**src/rtl/ecc_eval_pkg.sv**
```systemverilog
package ecc_eval_pkg;

  typedef enum logic [1:0] {
    EV_IDLE = 2'd0,
    EV_SECT = 2'd1,
    EV_SCAN = 2'd2
  } ev_state_t;

  typedef enum logic [1:0] {
    SC_IDLE = 2'd0,
    SC_REQ  = 2'd1,
    SC_RESP = 2'd2
  } sc_state_t;

  localparam logic [3:0] CNT_UNCORR = 4'hF;
  localparam logic [31:0] ERASED_WORD = 32'hFFFF_FFFF;

endpackage

```
**src/rtl/sector_field_pick.sv**
```systemverilog
module sector_field_pick #(
  parameter int NSTAT_WORDS = 4,
  localparam int NSECT  = NSTAT_WORDS * 4,
  localparam int SECT_W = $clog2(NSECT)
) (
  input  logic [NSTAT_WORDS*32-1:0] stat_words,
  input  logic [SECT_W-1:0]         sect,
  output logic [3:0]                count
);

  logic [3:0] fields [NSECT];

  for (genvar g = 0; g < NSECT; g++) begin : g_fld
    // sector g: word g/4, highest byte for g%4 == 0
    assign fields[g] = stat_words[(g/4)*32 + (3 - (g%4))*8 +: 4];
  end

  assign count = fields[sect];

endmodule

```
**src/rtl/sector_accum.sv**
```systemverilog
module sector_accum #(
  parameter int CORR_W = 8
) (
  input  logic              clk,
  input  logic              rst_n,
  input  logic              clear,
  input  logic              add_en,
  input  logic [3:0]        count,
  output logic [CORR_W-1:0] corr_total,
  output logic [3:0]        max_flips
);

  always_ff @(posedge clk or negedge rst_n) begin
    if (!rst_n) begin
      corr_total <= '0;
      max_flips  <= '0;
    end else if (clear) begin
      corr_total <= '0;
      max_flips  <= '0;
    end else if (add_en) begin
      corr_total <= corr_total + CORR_W'(count);
      if (count > max_flips) max_flips <= count;
    end
  end

endmodule

```
**src/rtl/page_blank_scanner.sv**
```systemverilog
module page_blank_scanner
  import ecc_eval_pkg::*;
#(
  parameter int ADDR_W    = 16,
  parameter int CNT_W     = 11,
  parameter int OOB_OFS_W = 2
) (
  input  logic              clk,
  input  logic              rst_n,
  input  logic              go,
  input  logic [ADDR_W-1:0] base_addr,
  input  logic [CNT_W-1:0]  main_words,
  input  logic [CNT_W-1:0]  ecc_words,
  output logic              req_valid,
  input  logic              req_ready,
  output logic [ADDR_W-1:0] req_addr,
  input  logic              resp_valid,
  input  logic [31:0]       resp_data,
  output logic              fin,
  output logic              blank
);

  sc_state_t        st;
  logic [CNT_W-1:0] idx;
  logic [CNT_W-1:0] total;
  logic [CNT_W-1:0] off;

  assign total = main_words + ecc_words;

  always_comb begin
    if (idx < main_words) off = idx;
    else off = main_words + CNT_W'(OOB_OFS_W) + (idx - main_words);
  end

  assign req_valid = (st == SC_REQ);
  assign req_addr  = base_addr + ADDR_W'(off);

  always_ff @(posedge clk or negedge rst_n) begin
    if (!rst_n) begin
      st    <= SC_IDLE;
      idx   <= '0;
      fin   <= 1'b0;
      blank <= 1'b0;
    end else begin
      fin <= 1'b0;
      unique case (st)
        SC_IDLE: begin
          if (go) begin
            idx <= '0;
            st  <= SC_REQ;
          end
        end
        SC_REQ: begin
          if (req_ready) st <= SC_RESP;
        end
        SC_RESP: begin
          if (resp_valid) begin
            if (resp_data != ERASED_WORD) begin
              fin   <= 1'b1;
              blank <= 1'b0;
              st    <= SC_IDLE;
            end else if (idx == total - CNT_W'(1)) begin
              fin   <= 1'b1;
              blank <= 1'b1;
              st    <= SC_IDLE;
            end else begin
              idx <= idx + CNT_W'(1);
              st  <= SC_REQ;
            end
          end
        end
        default: st <= SC_IDLE;
      endcase
    end
  end

endmodule

```
**src/rtl/ecc_page_evaluator.sv**
```systemverilog
module ecc_page_evaluator
  import ecc_eval_pkg::*;
#(
  parameter int NSTAT_WORDS     = 4,
  parameter int MAX_STEPS       = 8,
  parameter int BUF_W           = 4,
  parameter int ADDR_W          = 16,
  parameter int SECTOR_BYTES    = 512,
  parameter int ECC_OOB_OFS     = 8,
  parameter int ECC_BYTES_NARROW = 8,
  parameter int ECC_BYTES_WIDE  = 16,
  localparam int STEPS_W = $clog2(MAX_STEPS + 1),
  localparam int CORR_W  = 4 + $clog2(MAX_STEPS + 1)
) (
  input  logic                     clk,
  input  logic                     rst_n,
  input  logic                     start,
  input  logic                     full_read,
  input  logic                     ecc_wide,
  input  logic [BUF_W-1:0]         buf_num,
  input  logic [STEPS_W-1:0]       steps,
  input  logic [NSTAT_WORDS*32-1:0] stat_words,
  output logic                     rd_req_valid,
  input  logic                     rd_req_ready,
  output logic [ADDR_W-1:0]        rd_req_addr,
  input  logic                     rd_resp_valid,
  input  logic [31:0]              rd_resp_data,
  output logic [CORR_W-1:0]        corr_total,
  output logic [3:0]               max_flips,
  output logic                     uncorr,
  output logic                     done
);

  localparam int NSECT     = NSTAT_WORDS * 4;
  localparam int SECT_W    = $clog2(NSECT);
  localparam int PROD_W    = BUF_W + STEPS_W;
  localparam int MAIN_WPS  = SECTOR_BYTES / 4;
  localparam int ECC_WPS_N = ECC_BYTES_NARROW / 4;
  localparam int ECC_WPS_W = ECC_BYTES_WIDE / 4;
  localparam int OOB_OFS_W = ECC_OOB_OFS / 4;
  localparam int SCAN_MAX  = MAX_STEPS * (MAIN_WPS + ECC_WPS_W) + OOB_OFS_W;
  localparam int CNT_W     = $clog2(SCAN_MAX + 1);

  ev_state_t        st;
  logic [SECT_W-1:0] sect_q, last_q;
  logic [ADDR_W-1:0] base_q;
  logic [CNT_W-1:0]  main_q, ecc_q;
  logic              scan_go;
  logic              scan_fin, scan_blank;
  logic [3:0]        cur_count;
  logic              accept;
  logic              acc_clear, acc_add;

  // page geometry, computed from the inputs at capture time
  logic [PROD_W-1:0] first_sect;
  logic [PROD_W-1:0] last_sect;
  logic [ADDR_W-1:0] base_words;
  logic [CNT_W-1:0]  main_words;
  logic [CNT_W-1:0]  ecc_words;

  assign first_sect = PROD_W'(buf_num) * PROD_W'(steps);
  assign last_sect  = first_sect + PROD_W'(steps) - PROD_W'(1);
  assign base_words = ADDR_W'(first_sect) * ADDR_W'(2 * MAIN_WPS);
  assign main_words = CNT_W'(steps) * CNT_W'(MAIN_WPS);
  assign ecc_words  = CNT_W'(steps) * (ecc_wide ? CNT_W'(ECC_WPS_W) : CNT_W'(ECC_WPS_N));

  assign accept    = (st == EV_IDLE) && start && full_read;
  assign acc_clear = accept;
  assign acc_add   = (st == EV_SECT) && (cur_count != CNT_UNCORR);

  sector_field_pick #(
    .NSTAT_WORDS(NSTAT_WORDS)
  ) u_pick (
    .stat_words(stat_words),
    .sect      (sect_q),
    .count     (cur_count)
  );

  sector_accum #(
    .CORR_W(CORR_W)
  ) u_acc (
    .clk       (clk),
    .rst_n     (rst_n),
    .clear     (acc_clear),
    .add_en    (acc_add),
    .count     (cur_count),
    .corr_total(corr_total),
    .max_flips (max_flips)
  );

  page_blank_scanner #(
    .ADDR_W   (ADDR_W),
    .CNT_W    (CNT_W),
    .OOB_OFS_W(OOB_OFS_W)
  ) u_scan (
    .clk       (clk),
    .rst_n     (rst_n),
    .go        (scan_go),
    .base_addr (base_q),
    .main_words(main_q),
    .ecc_words (ecc_q),
    .req_valid (rd_req_valid),
    .req_ready (rd_req_ready),
    .req_addr  (rd_req_addr),
    .resp_valid(rd_resp_valid),
    .resp_data (rd_resp_data),
    .fin       (scan_fin),
    .blank     (scan_blank)
  );

  always_ff @(posedge clk or negedge rst_n) begin
    if (!rst_n) begin
      st      <= EV_IDLE;
      sect_q  <= '0;
      last_q  <= '0;
      base_q  <= '0;
      main_q  <= '0;
      ecc_q   <= '0;
      scan_go <= 1'b0;
      uncorr  <= 1'b0;
      done    <= 1'b0;
    end else begin
      done    <= 1'b0;
      scan_go <= 1'b0;
      unique case (st)
        EV_IDLE: begin
          if (accept) begin
            sect_q <= SECT_W'(first_sect);
            last_q <= SECT_W'(last_sect);
            base_q <= base_words;
            main_q <= main_words;
            ecc_q  <= ecc_words;
            uncorr <= 1'b0;
            st     <= EV_SECT;
          end
        end
        EV_SECT: begin
          if (cur_count == CNT_UNCORR) begin
            scan_go <= 1'b1;
            st      <= EV_SCAN;
          end else if (sect_q == last_q) begin
            done <= 1'b1;
            st   <= EV_IDLE;
          end else begin
            sect_q <= sect_q + SECT_W'(1);
          end
        end
        EV_SCAN: begin
          if (scan_fin) begin
            uncorr <= ~scan_blank;
            done   <= 1'b1;
            st     <= EV_IDLE;
          end
        end
        default: st <= EV_IDLE;
      endcase
    end
  end

endmodule

```
**config.mk**
```make
export PLATFORM = sky130hd
export DESIGN_NAME = ecc_page_evaluator
export DESIGN_NICKNAME = d
export VERILOG_FILES = /design/src/rtl/ecc_eval_pkg.sv /design/src/rtl/sector_field_pick.sv /design/src/rtl/sector_accum.sv /design/src/rtl/page_blank_scanner.sv /design/src/rtl/ecc_page_evaluator.sv
export SDC_FILE = /design/constraint.sdc
export NUM_CORES = 1
export LEC_CHECK = 0
export BUFFER_PORTS_ARGS = -buffer_cell sky130_fd_sc_hd__buf_2
export CAP_MARGIN = 10
export CORE_MARGIN = 2
export CORE_UTILIZATION = 48
export DETAILED_ROUTE_END_ITERATION = 12
export GPL_TIMING_DRIVEN = 0
export PLACE_DENSITY = 0.79
export SKIP_CTS_REPAIR_TIMING = 1
export SLEW_MARGIN = 20
export SYNTH_ARGS = -nofsm -noshare
export SYNTH_HDL_FRONTEND = slang
export SYNTH_HIERARCHICAL = 1
export SYNTH_SLANG_ARGS = --single-unit
```
**constraint.sdc**
```tcl
create_clock -name clk -period 3.58 [get_ports clk]
set_clock_uncertainty 0.1 [all_clocks]
set_input_delay 0.537 -clock clk [delete_from_list [all_inputs] [get_ports clk]]
set_output_delay 0.537 -clock clk [all_outputs]
set_load 0.01 [all_outputs]
```
# Word-level counts from Yosys, hierarchy flattened
# Index checks and enable logic that the tools add are counted.
[word_totals] input_bits=175 elab_cells=116 reg_bits=63 out_inout_bits=31
[classes] bitwise=2 multipliers=2 muxes=45 n_reduce_logical=19 n_lt_le_gt_ge=3 n_addsub=11 eq_ne=19
[op_table] op="2-to-1 mux 11 bit" n=5
[op_table] op="2-to-1 mux 4 bit" n=8
[op_table] op="inequality test 32 bit, second input constant" n=1
[op_table] op="adder 11 bit" n=2
[op_table] op="case mux 11 bit (2 select lines)" n=1
[op_table] op="adder 16 x 11 -> 16 bit" n=1
[op_table] op="binary-select mux 4 bit (select 4 bit)" n=1
[op_table] op="2-to-1 mux 2 bit" n=8
[op_table] op="2-to-1 mux 8 bit" n=2
[op_table] op="2-to-1 mux 1 bit" n=14
[op_table] op="inequality test 2 bit, second input constant" n=7
[op_table] op="case mux 2 bit (3 select lines)" n=2
[op_table] op="AND reduction 3 bit" n=4
[op_table] op="nonzero test 2 bit" n=6
[op_table] op="adder 11 x 1 -> 11 bit, second input constant" n=1
[op_table] op="adder 11 x 2 -> 11 bit, second input constant" n=1
[op_table] op="== test 11 bit" n=1
[op_table] op="less-than comparator 11 bit" n=1
[op_table] op="subtractor 11 x 1 -> 11 bit, second input constant" n=1
[op_table] op="subtractor 11 bit" n=1
[op_table] op="adder 8 x 4 -> 8 bit" n=1
[op_table] op="multiplier 4 x 4 -> 8 bit" n=1
[op_table] op="case mux 4 bit (2 select lines)" n=1
[op_table] op="multiplier 4 x 3 -> 7 bit" n=1
[op_table] op="21 further kinds" n=29

# Depth between registers and ports, before layout
# Gate-level depths: netlist of the first run.
[logic_depth] depth_word=8 mapped_depth=18 ltp_nobuf=18

# Cells and area by module
# The synthesis of the first run kept the hierarchy.
[by_module_without_submodules] mod="page_blank_scanner" seq_area_each_um2=375.4 area_each_um2=3180.6 instances=1 cells_per_inst=404
[by_module_without_submodules] mod="ecc_page_evaluator" seq_area_each_um2=775.7 area_each_um2=2073.2 instances=1 cells_per_inst=207
[by_module_without_submodules] mod="sector_accum" seq_area_each_um2=300.3 area_each_um2=822.0 instances=1 cells_per_inst=81
[by_module_without_submodules] mod="sector_field_pick" seq_area_each_um2=0.0 area_each_um2=554.3 instances=1 cells_per_inst=39

# Worst setup path before layout of the first run
# OpenSTA, ideal clock, no wires.
[synth_path] path_kind="reg-to-output" startpoint="reg u_scan.idx[3]" endpoint="out rd_req_addr[14]" slack_ns=-0.251 t_arrival_ns=3.194 stages_incl_launch_ff=16 required_ns=2.943 n_path_buf=0 cell_sequence="dfrtp_1 -> inv_1 -> ha_1 -> inv_1 -> ha_1 -> a311oi_1 -> o21ai_1 -> a21o_1 -> a21oi_1 -> xnor2_1 -> nor2_1 -> xor2_1 -> ha_1 -> a21oi_1 -> nor3b_1 -> xor2_1"
[synth_between] elab_chain_len=4 elab_cells_between_ends=5 classes_between="add/sub: 3; order compare: 1; mux: 1"
[synth_lines] element="start, declared" line="page_blank_scanner.sv:24" text="logic [CNT_W-1:0] idx;"
[synth_lines] element="start signal, assigned" line="page_blank_scanner.sv:67" text="idx <= idx + CNT_W'(1);"
[synth_lines] element="subtractor 11 bit" line="page_blank_scanner.sv:32" text="else off = main_words + CNT_W'(OOB_OFS_W) + (idx - main_words);"
[synth_lines] element="adder 11 bit" line="page_blank_scanner.sv:32"
[synth_lines] element="2-to-1 mux 11 bit (*)" line="page_blank_scanner.sv:31" text="if (idx < main_words) off = idx;"
[synth_lines] element="adder 16 x 11 -> 16 bit (*)" line="page_blank_scanner.sv:36" text="assign req_addr = base_addr + ADDR_W'(off);"
[synth_lines] element="end, declared" line="ecc_page_evaluator.sv:25" text="output logic [ADDR_W-1:0] rd_req_addr,"
# Mark *: on every way between the ends. The rest lies on a longest branch, timed or not.

# Worst setup path in the final report of the first run
[layout_path] startpoint="reg u_scan.idx[3]" endpoint="out rd_req_addr[15]"
# Same word-level chain as after synthesis.

==> results of run 1 <==
-- report_power, final --
part	internal, mW	switching (mW)	total [mW]
clock	0.557	0.320	0.877
sequential	0.881	0.240	1.12
combinational	2.27	2.60	4.87
total	3.71	3.16	6.87
-- Yosys cell counts (3+ instances only) --
cell type / number
o211ai_1: 11
mux2_2: 9
a211oi_2: 3
clkbuf_1: 8
o31ai_1: 3
nor2b_1: 14
o21a_1: 5
nand2_1: 59
o2bb2ai_1: 4
xor2_1: 27
mux4_1: 14
or4_1: 5
fa_1: 9
and3_1: 4
a21o_1: 15
a311oi_1: 3
a211oi_1: 6
a31oi_1: 3
buf_2: 5
clkbuf_2: 3
nand4_1: 15
nand3_1: 17
o21ai_1: 3
o21ai_0: 38
ha_1: 95
a22oi_1: 4
nor3b_1: 3
a2bb2oi_1: 3
and2_1: 16
buf_6: 3
dfrtp_1: 58
nand2b_1: 18
mux2i_1: 11
nor2_1: 35
o22ai_1: 4
o21bai_1: 6
xnor2_1: 23
a21oi_1: 37
inv_1: 81
o32a_1: 3
-- flip-flops by register name, summed over array words and instances, names as in the netlist, 2 cells and up --
register,count
st,2
base_q,8
u_acc/corr_total,8
sect_q,4
u_scan/st,2
u_acc/max_flips,4
ecc_q,6
last_q,4
u_scan/idx,11
main_q,4
-- layer usage --
layer	part of all wire [%]	track usage, %	vias up
li1	-	-	3024
met1	45	29.64	2941
met2	51	38.13	122
met3	3.4	3.102	10
met4	0.73	5.460	0
met5	0	0	-
-- final cells by class --
type                    count  area, um^2  area share (%)
clock buffers              10       239.0           2.806
plain buffers              22       151.4           1.778
repair buffers            174       978.4           11.49
clock inverters             6       66.31          0.7787
flip-flops and latches     58        1460           17.15
inverters                  81       306.5           3.600
well taps                 176       220.2           2.586
multi-input cells         595        5094           59.81
-- path summary, 6_finish.rpt --
kind | startpoint | to | slack, ps
max reg2reg | ecc_q[2]$_DFFE_PN0P_ | u_scan/idx[0]$_DFFE_PN0P_ | 260
min reg2reg | ecc_q[1]$_DFFE_PN0P_ | ecc_q[1]$_DFFE_PN0P_ | 390
min in group clk | rd_resp_valid | u_scan/st[1]$_DFFE_PN0P_ | 380
max | u_scan/idx[3]$_DFFE_PN0P_ | rd_req_addr[15] | -590
min | rst_n | u_acc/corr_total[6]$_DFFE_PN0P_ | 180
max in group asynchronous | rst_n | u_scan/idx[6]$_DFFE_PN0P_ | 2650
-- worst register-to-register path, delay by kind of cell (launching register included) --
kind                       cells  cell delay, ps
buffers and inverters          2             430
DFF                            1             390
AOI/OAI and AO/OA              3             740
adders and majority gates      2             850
xor gates and xnor gates       1             160
and+or+nand+nor                3             580
-- kinds of logic after synthesis --
group	after synthesis	share of synthesized area [%]
other	2	0.1133
XOR/XNOR	51	6.850
AO/OA/AOI/OAI	172	17.81
adder cells (fa/ha/maj)	104	20.65
AND/OR/NAND/NOR	203	16.25
buffers and inverters	103	6.680
multiplexers	38	9.757
flip-flops	58	21.89
-- stage by stage --
step / total power [mW] / instance area (um^2) / instances
floorplan: 4.390 / 6798 / 756
global route: 7.475 / 8516 / 1122
CTS: 6.284 / 8031 / 1089
global placement: 5.262 / 7724 / 1073
finish: 6.871 / 8516 / 1122
detailed placement: 5.369 / 7726 / 1073
==> flow_summary_export.csv, run 1 <==
group,metric,value,unit
yosys,syn_area,0.006630,mm^2
setup_path,crit_chain,"inv_4 > ha_4 > inv_2 > ha_4 > a311oi_4 > o21bai_1 > a211oi_1 > a21oi_1 > nor2_1 > a21oi_1 > ha_2 > a311oi_4 > o21ai_2 > a21oi_4 > nor2_2 > xor2_1 > buf_2",
route,ant_nets,0,
timing,finalHoldViolations,0,
final_layout,layout-drive-gt1-share,29.81,%
clocking,clkSlewWorstSetupHoldPaths,60,ps
timing,slew_viol_final,0,
setup_path,path_max_fanout,6,
setup_path,cp-start-kind,"register",
clocking,cts_root_buf,"clkbuf_16",
setup_path,required,2940,ps
timing,fmax,239.7,MHz
placed_design,gp_congestion,0.8728,
final_layout,final_common_cell,"buf_2",
yosys,avgSynthCellArea,9.070,um^2
floorplan,die_y,121.5,um
yosys,ys_ff_latch,58,
setup_path,cp_slowest_cell,"dfrtp_2",
timing,fin_ws,-591.4,ps
route,avgRoutedWirePerCell,14.92,um
floorplan,num_rows,42,
route,drcViolationCount,0,
global_routing,grt_antenna_before_repair,0,
yosys,synth_top_area_share,21.89,%
global_routing,grt_pass1_wl,26.72,mm
route,vias,6097,
route,drt-total-wl,16.75,mm
setup_path,end_kind,"output pin",
clocking,clk_latency,330,ps
timing,tightest_slew,758.4,ps
final_layout,syn2layout_area_growth,28.44,%
clocking,numCtsBuffers,9,
yosys,synth_cell_types,74,
setup_path,cp.depth,17,
yosys,synth_edf_count,0,
global_routing,grt_pass1_vias,5689,
power_and_ir_drop,vdd_drop_max,399.8,uV
power_and_ir_drop,p_leak,4.206,nW
timing,min_period_over_period,116.5,%
final_layout,final_cell_mix,"144 x buf_2, 85 x ha_1, 75 x inv_1",
floorplan,io_pins,206,
placed_design,post-dp-hpwl,12.60,mm
route,dr.pass1.iters,7,
yosys,synth_cells,731,
yosys,synth_ff_type,"dfrtp_1",
final_layout,num-nets-final,1220,
placed_design,io_buffer_count,141,
run_status,violations,"setup timing",
setup_path,r2r_cells,11,
yosys,ys_async_sr_fraction,100.0,%
setup_path,crit_buf_inv,3,
floorplan,core_area,0.01335,mm^2
final_layout,fill_cells,1118,
run_status,outcome,"complete, but fails checks",
route,drt_iter0_drc,357,
route,vias_per_cell,5.434,
clocking,cts_tree,"done",
clocking,htreeDepth,3,
final_layout,n_antenna_cell,0,
floorplan,start_util,49.67,%
global_routing,grt_max_degree,59,
setup_path,cpPeakStageDelay,430,ps
job,max-cap-violations,0,
clocking,clock_sinks,58,
timing,fin_hold_ws,175.6,ps
setup_path,worstPathArrival,3530,ps
final_layout,finish.utilization,63.80,%
yosys,ys_seq_area_share,21.89,%
timing,slew_headroom,49.44,%
timing,fin_tns_setup,-3376,ps
yosys,synth_warnings,6,
timing,period_minus_slack,4171,ps
min_path,holdCritPathClass,"primary input to async pin",
timing,setup_viol_count_final,9,
clocking,clock_path_buffers,2,
power_and_ir_drop,p_per_area,806.9,mW/mm^2
yosys,yosysTopAreaCell,"dfrtp_1",
global_routing,groute.usage.overall,22.21,%
setup_path,critPathTopFamily,"compound AO/OA/AOI/OAI gates",
floorplan,fp.dieArea,0.01477,mm^2
timing,rsz0062_at_grt,"true",
floorplan,die_w,121.5,um
global_routing,grt_overflow,0,
placed_design,dp_slack,-611.6,ps
yosys,synth_area_leaders,"dfrtp_1 22%, ha_1 18%, mux4_1 5.5%, inv_1 4.6%, xor2_1 3.6%",
setup_path,path_class,"register to output pin",
Power figures use the tool's default switching activity.
==> run 2, diff against run 1 <==
- CORE_ASPECT_RATIO: not set -> 2
==> flow_summary_export.csv, run 2 (synthesis gave the netlist of run 1 again) <==
group,metric,value,unit
placed_design,post-dp-hpwl,14.20,mm
timing,period_minus_slack,4217,ps
route,ant_nets,0,
clocking,cts_tree,"done",
final_layout,final_cell_mix,"144 x buf_2, 88 x ha_1, 75 x inv_1",
final_layout,finish.utilization,62.47,%
setup_path,path_max_fanout,8,
route,drt_iter0_drc,213,
final_layout,layout-drive-gt1-share,29.03,%
global_routing,grt_antenna_before_repair,0,
global_routing,groute.usage.overall,24.68,%
final_layout,multiInputGateArea,0.005020,mm^2
setup_path,cp-start-kind,"register",
floorplan,num_rows,60,
route,wl_met3,732,um
power_and_ir_drop,vdd_drop_max,540.5,uV
floorplan,die_y,170.2,um
route,drcViolationCount,0,
placed_design,io_buffer_count,141,
clocking,clock_path_buffers,2,
floorplan,core_area,0.01351,mm^2
timing,setup_viol_count_final,15,
clocking,numCtsBuffers,9,
final_layout,syn2layout_area_growth,27.33,%
floorplan,fp.dieArea,0.01483,mm^2
route,vias,6241,
route,highest_layer,"met4",
setup_path,end_kind,"output pin",
route,drt-total-wl,18.03,mm
timing,fmax,237.2,MHz
timing,tightest_slew,772.8,ps
placed_design,dpl_cell_area,0.007700,mm^2
global_routing,grt_overflow,0,
run_status,outcome,"complete, but fails checks",
clocking,htreeDepth,3,
global_routing,grt_max_degree,59,
run_status,violations,"setup timing",
setup_path,worstPathArrival,3580,ps
final_layout,final_area,0.008442,mm^2
placed_design,gp_congestion,0.8784,
global_routing,grt_pass1_wl,28.95,mm
job,max-cap-violations,0,
route,wl_met2,10.39,mm
timing,slew_viol_final,0,
final_layout,num-nets-final,1218,
final_layout,regMostFlops,"u_scan/idx",
clocking,clock_sinks,58,
placed_design,dp_cells,1052,
final_layout,largest_register_ffs,11,
min_path,holdCritPathClass,"primary input to async pin",
clocking,clk_latency,330,ps
floorplan,start_util,49.06,%
route,met1Wirelength,5.926,mm
route,vias_per_cell,5.679,
clocking,clkSlewWorstSetupHoldPaths,50,ps
global_routing,grt_pass1_vias,6507,
final_layout,top_regs,"u_scan/idx (11), base_q (8), u_acc/corr_total (8)",
floorplan,io_pins,206,
timing,fin_ws,-636.6,ps
clocking,cts_root_buf,"clkbuf_16",
final_layout,fill_cells,1111,
final_layout,final_common_cell,"buf_2",
route,avgRoutedWirePerCell,16.41,um
timing,slew_headroom,48.48,%
final_layout,fin_cells,1099,
setup_path,required,2940,ps
final_layout,final-seq-area,0.001460,mm^2
power_and_ir_drop,p_per_area,815.6,mW/mm^2
final_layout,n_antenna_cell,0,
timing,min_period_over_period,117.8,%
power_and_ir_drop,p_leak,4.233,nW
timing,rsz0062_at_grt,"true",
floorplan,die_w,87.11,um
setup_path,path_class,"register to output pin",
route,dr.pass1.iters,4,
timing,finalHoldViolations,0,
==> run 2: final timing paths <==
check,slack [ps],cells past startpoint,endpoint,startpoint
setup / recovery,-640,16,rd_req_addr[12],u_scan/idx[4]$_DFFE_PN0P_
min in group clk,350,2,u_scan/st[1]$_DFFE_PN0P_,rd_req_ready
hold / removal,180,1,u_acc/corr_total[7]$_DFFE_PN0P_,rst_n
max in group asynchronous,2640,1,u_scan/idx[1]$_DFFE_PN0P_,rst_n
setup reg to reg,190,11,u_acc/max_flips[1]$_DFFE_PN0P_,sect_q[0]$_DFFE_PN0P_
hold reg to reg,380,2,main_q[8]$_DFFE_PN0P_,main_q[8]$_DFFE_PN0P_
==> run 2: power breakdown <==
part	internal, mW	leakage (nW)	switching, mW
registers	0.880	0.737	0.247
clock network	0.715	0.176	0.311
logic	2.16	3.32	2.58
==> run 2: final cells by class <==
class / instances / share of cell area [%]
flip-flops and latches: 58 / 17.30
clock buffers: 11 / 2.994
plain buffers: 22 / 1.749
multi-input cells: 595 / 59.46
well taps: 155 / 2.297
repair buffers: 172 / 11.38
inverters: 81 / 3.631
clock inverters: 5 / 1.186
==> run 2: critical path, stage by stage (launching register included) <==
cell	delay, ps
dfrtp_2	490
buf_4	160
ha_1	240
a21oi_2	130
o21ai_1	110
a21o_1	220
a211oi_4	420
buf_6	180
nand2_1	50
o21ai_1	90
ha_1	300
nand2_1	100
o2111ai_2	130
a21oi_2	210
nand2b_4	160
xnor2_2	110
buf_2	150
==> run 2: metal layers <==
metal,GRT usage [%],vias up
met5,0,-
met4,14.31,0
met3,3.783,65
met2,49.09,201
met1,22.18,2970
li1,-,3005
==> run 2: stage by stage <==
step | power [mW] | setup WS (ps) | hold WS (ps) | TNS (ps)
floorplan | 4.390 | 1.477 | 141.4 | 0
detailed placement | 5.446 | -796.2 | 374.4 | -5723
CTS | 6.497 | -1157 | 211.0 | -11170
global placement | 5.327 | -747.2 | 361.4 | -5265
finish | 6.885 | -636.6 | 180.8 | -5088
global route | 7.466 | -801.7 | 253.0 | -6820
==> run 3, diff against run 2 <==
--- a/config.mk
+++ b/config.mk
@@ -15,2 +15,3 @@
 export PLACE_DENSITY = 0.79
+export SETUP_SLACK_MARGIN = 0.5
 export SKIP_CTS_REPAIR_TIMING = 1
==> constraint.sdc (replaced) <==
create_clock -name clk -period 3.58 [get_ports clk]
set_clock_uncertainty 0.1 [all_clocks]
set_input_delay 0.179 -clock clk [delete_from_list [all_inputs] [get_ports clk]]
set_output_delay 0.179 -clock clk [all_outputs]
set_load 0.01 [all_outputs]
==> flow_summary_export.csv, run 3 (synthesis gave the netlist of run 1 again) <==
group,metric,value,unit
clocking,clk_latency,330,ps
placed_design,dpl_cell_area,0.007742,mm^2
floorplan,io_pins,206,
final_layout,final_area,0.008877,mm^2
timing,fin_hold_ws,56.54,ps
route,vias,6388,
setup_path,path_max_fanout,6,
timing,setup_viol_count_final,6,
final_layout,syn2layout_area_growth,33.89,%
floorplan,die_w,87.11,um
timing,rsz0062_at_grt,"true",
timing,slew_viol_final,0,
clocking,cts_tree,"done",
clocking,htreeDepth,3,
timing,fin_ws,-338.4,ps
route,drt_iter0_drc,248,
floorplan,num_rows,60,
power_and_ir_drop,p_per_area,852.9,mW/mm^2
timing,fmax,255.2,MHz
final_layout,layout-drive-gt1-share,34.13,%
clocking,clock_path_buffers,2,
global_routing,grt_overflow,0,
final_layout,final_common_cell,"buf_2",
clocking,clkSlewWorstSetupHoldPaths,50,ps
setup_path,required,3300,ps
placed_design,post-dp-hpwl,14.13,mm
setup_path,cp-start-kind,"register",
global_routing,grt_pass1_vias,6328,
route,highest_layer,"met4",
route,drt-total-wl,18.64,mm
route,met1Wirelength,6.154,mm
clocking,clock_sinks,58,
placed_design,dp_slack,-262.1,ps
setup_path,crit_chain,"buf_6 > ha_4 > ha_4 > nor2b_1 > o21a_1 > o21ai_1 > nand2b_1 > a21oi_2 > xor2_1 > o21ai_1 > ha_1 > buf_4 > nand2_2 > o2111ai_4 > a21oi_2 > nand2b_4 > xnor2_2 > buf_2",
route,ant_nets,0,
clocking,cts_root_buf,"clkbuf_16",
clocking,numCtsBuffers,9,
final_layout,regMostFlops,"u_scan/idx",
placed_design,io_buffer_count,141,
floorplan,core_area,0.01351,mm^2
global_routing,grt_max_degree,59,
power_and_ir_drop,finalPower,7.572,mW
timing,slew_headroom,48.31,%
final_layout,final_cell_mix,"142 x buf_2, 75 x ha_1, 74 x inv_1",
route,wl_met3,699,um
timing,period_minus_slack,3918,ps
placed_design,gp_congestion,0.8643,
setup_path,worstPathArrival,3640,ps
route,vias_per_cell,5.739,
global_routing,groute.usage.overall,24.32,%
timing,finalHoldViolations,0,
timing,min_period_over_period,109.5,%
final_layout,num-nets-final,1232,
global_routing,grt_pass1_wl,28.82,mm
final_layout,top_regs,"u_scan/idx (11), base_q (8), u_acc/corr_total (8)",
floorplan,fp.dieArea,0.01483,mm^2
final_layout,n_antenna_cell,0,
setup_path,cp_slowest_cell,"dfrtp_2",
run_status,outcome,"complete, but fails checks",
route,avgRoutedWirePerCell,16.75,um
floorplan,die_y,170.2,um
run_status,violations,"setup timing",
final_layout,largest_register_ffs,11,
setup_path,end_kind,"output pin",
floorplan,start_util,49.06,%
route,wl_met2,10.85,mm
power_and_ir_drop,vdd_drop_max,579.1,uV
final_layout,fill_cells,1051,
route,dr.pass1.iters,4,
power_and_ir_drop,p_leak,4.336,nW
route,drcViolationCount,0,
timing,tightest_slew,775.3,ps
setup_path,cpPeakStageDelay,450,ps
job,max-cap-violations,0,
setup_path,path_class,"register to output pin",
min_path,holdCritPathClass,"primary input to register",
global_routing,grt_antenna_before_repair,0,
## run 3: critical path, delay by kind of cell (launching register included)
kind	cells	cell delay [ps]
adders and majority gates	3	800
DFF	1	450
xor gates and xnor gates	2	260
and+or+nand+nor	4	440
AOI/OAI and AO/OA	6	920
buffers and inverters	3	440
## run 3: per-stage QoR
stage / utilization [%] / TNS (ps) / std cells
after floorplan: - / 0 / 756
after global placement: 57.28 / -795.4 / 1052
after detailed placement: 57.30 / -760.8 / 1052
after CTS: 59.67 / -2981 / 1068
after global routing: 65.69 / -2578 / 1113
final: 65.69 / -1615 / 1113
## run 3: layer usage
layer,track usage (%),vias to the layer above
li1,-,3042
met4,12.91,0
met5,0,-
met2,47.73,200
met1,23.54,3088
met3,2.861,58
## run 3: worst paths after layout
check                                          startpoint                              end  slack [ps]  cells after the start
worst max-delay path            u_scan/idx[4]$_DFFE_PN0P_                  rd_req_addr[12]        -340                     18
worst min-delay path                        rd_resp_valid             u_scan/fin$_DFF_PN0_          60                      3
worst max register to register      main_q[8]$_DFFE_PN0P_        u_scan/idx[5]$_DFFE_PN0P_         400                     14
worst min register to register       ecc_q[4]$_DFFE_PN0P_             ecc_q[4]$_DFFE_PN0P_         380                      2
max in group asynchronous                           rst_n        u_scan/idx[6]$_DFFE_PN0P_        2450                      2
min in group asynchronous                           rst_n  u_acc/corr_total[6]$_DFFE_PN0P_         340                      2
## run 3: layout make-up
type	instances	area [um^2]	share of cell area, %
Multi-Input combinational cell	595	5341	60.17
Sequential cell	58	1461	16.46
Clock inverter	5	77.57	0.8739
Tap cell	155	193.9	2.185
Buffer	22	170.2	1.917
Clock buffer	11	242.7	2.734
Timing Repair Buffer	186	1084	12.21
Inverter	81	306.5	3.453
## run 3: power breakdown
part / internal, mW / switching [mW]
combinational: 2.61 / 2.88
clock: 0.625 / 0.308
sequential: 0.882 / 0.262
total: 4.12 / 3.45
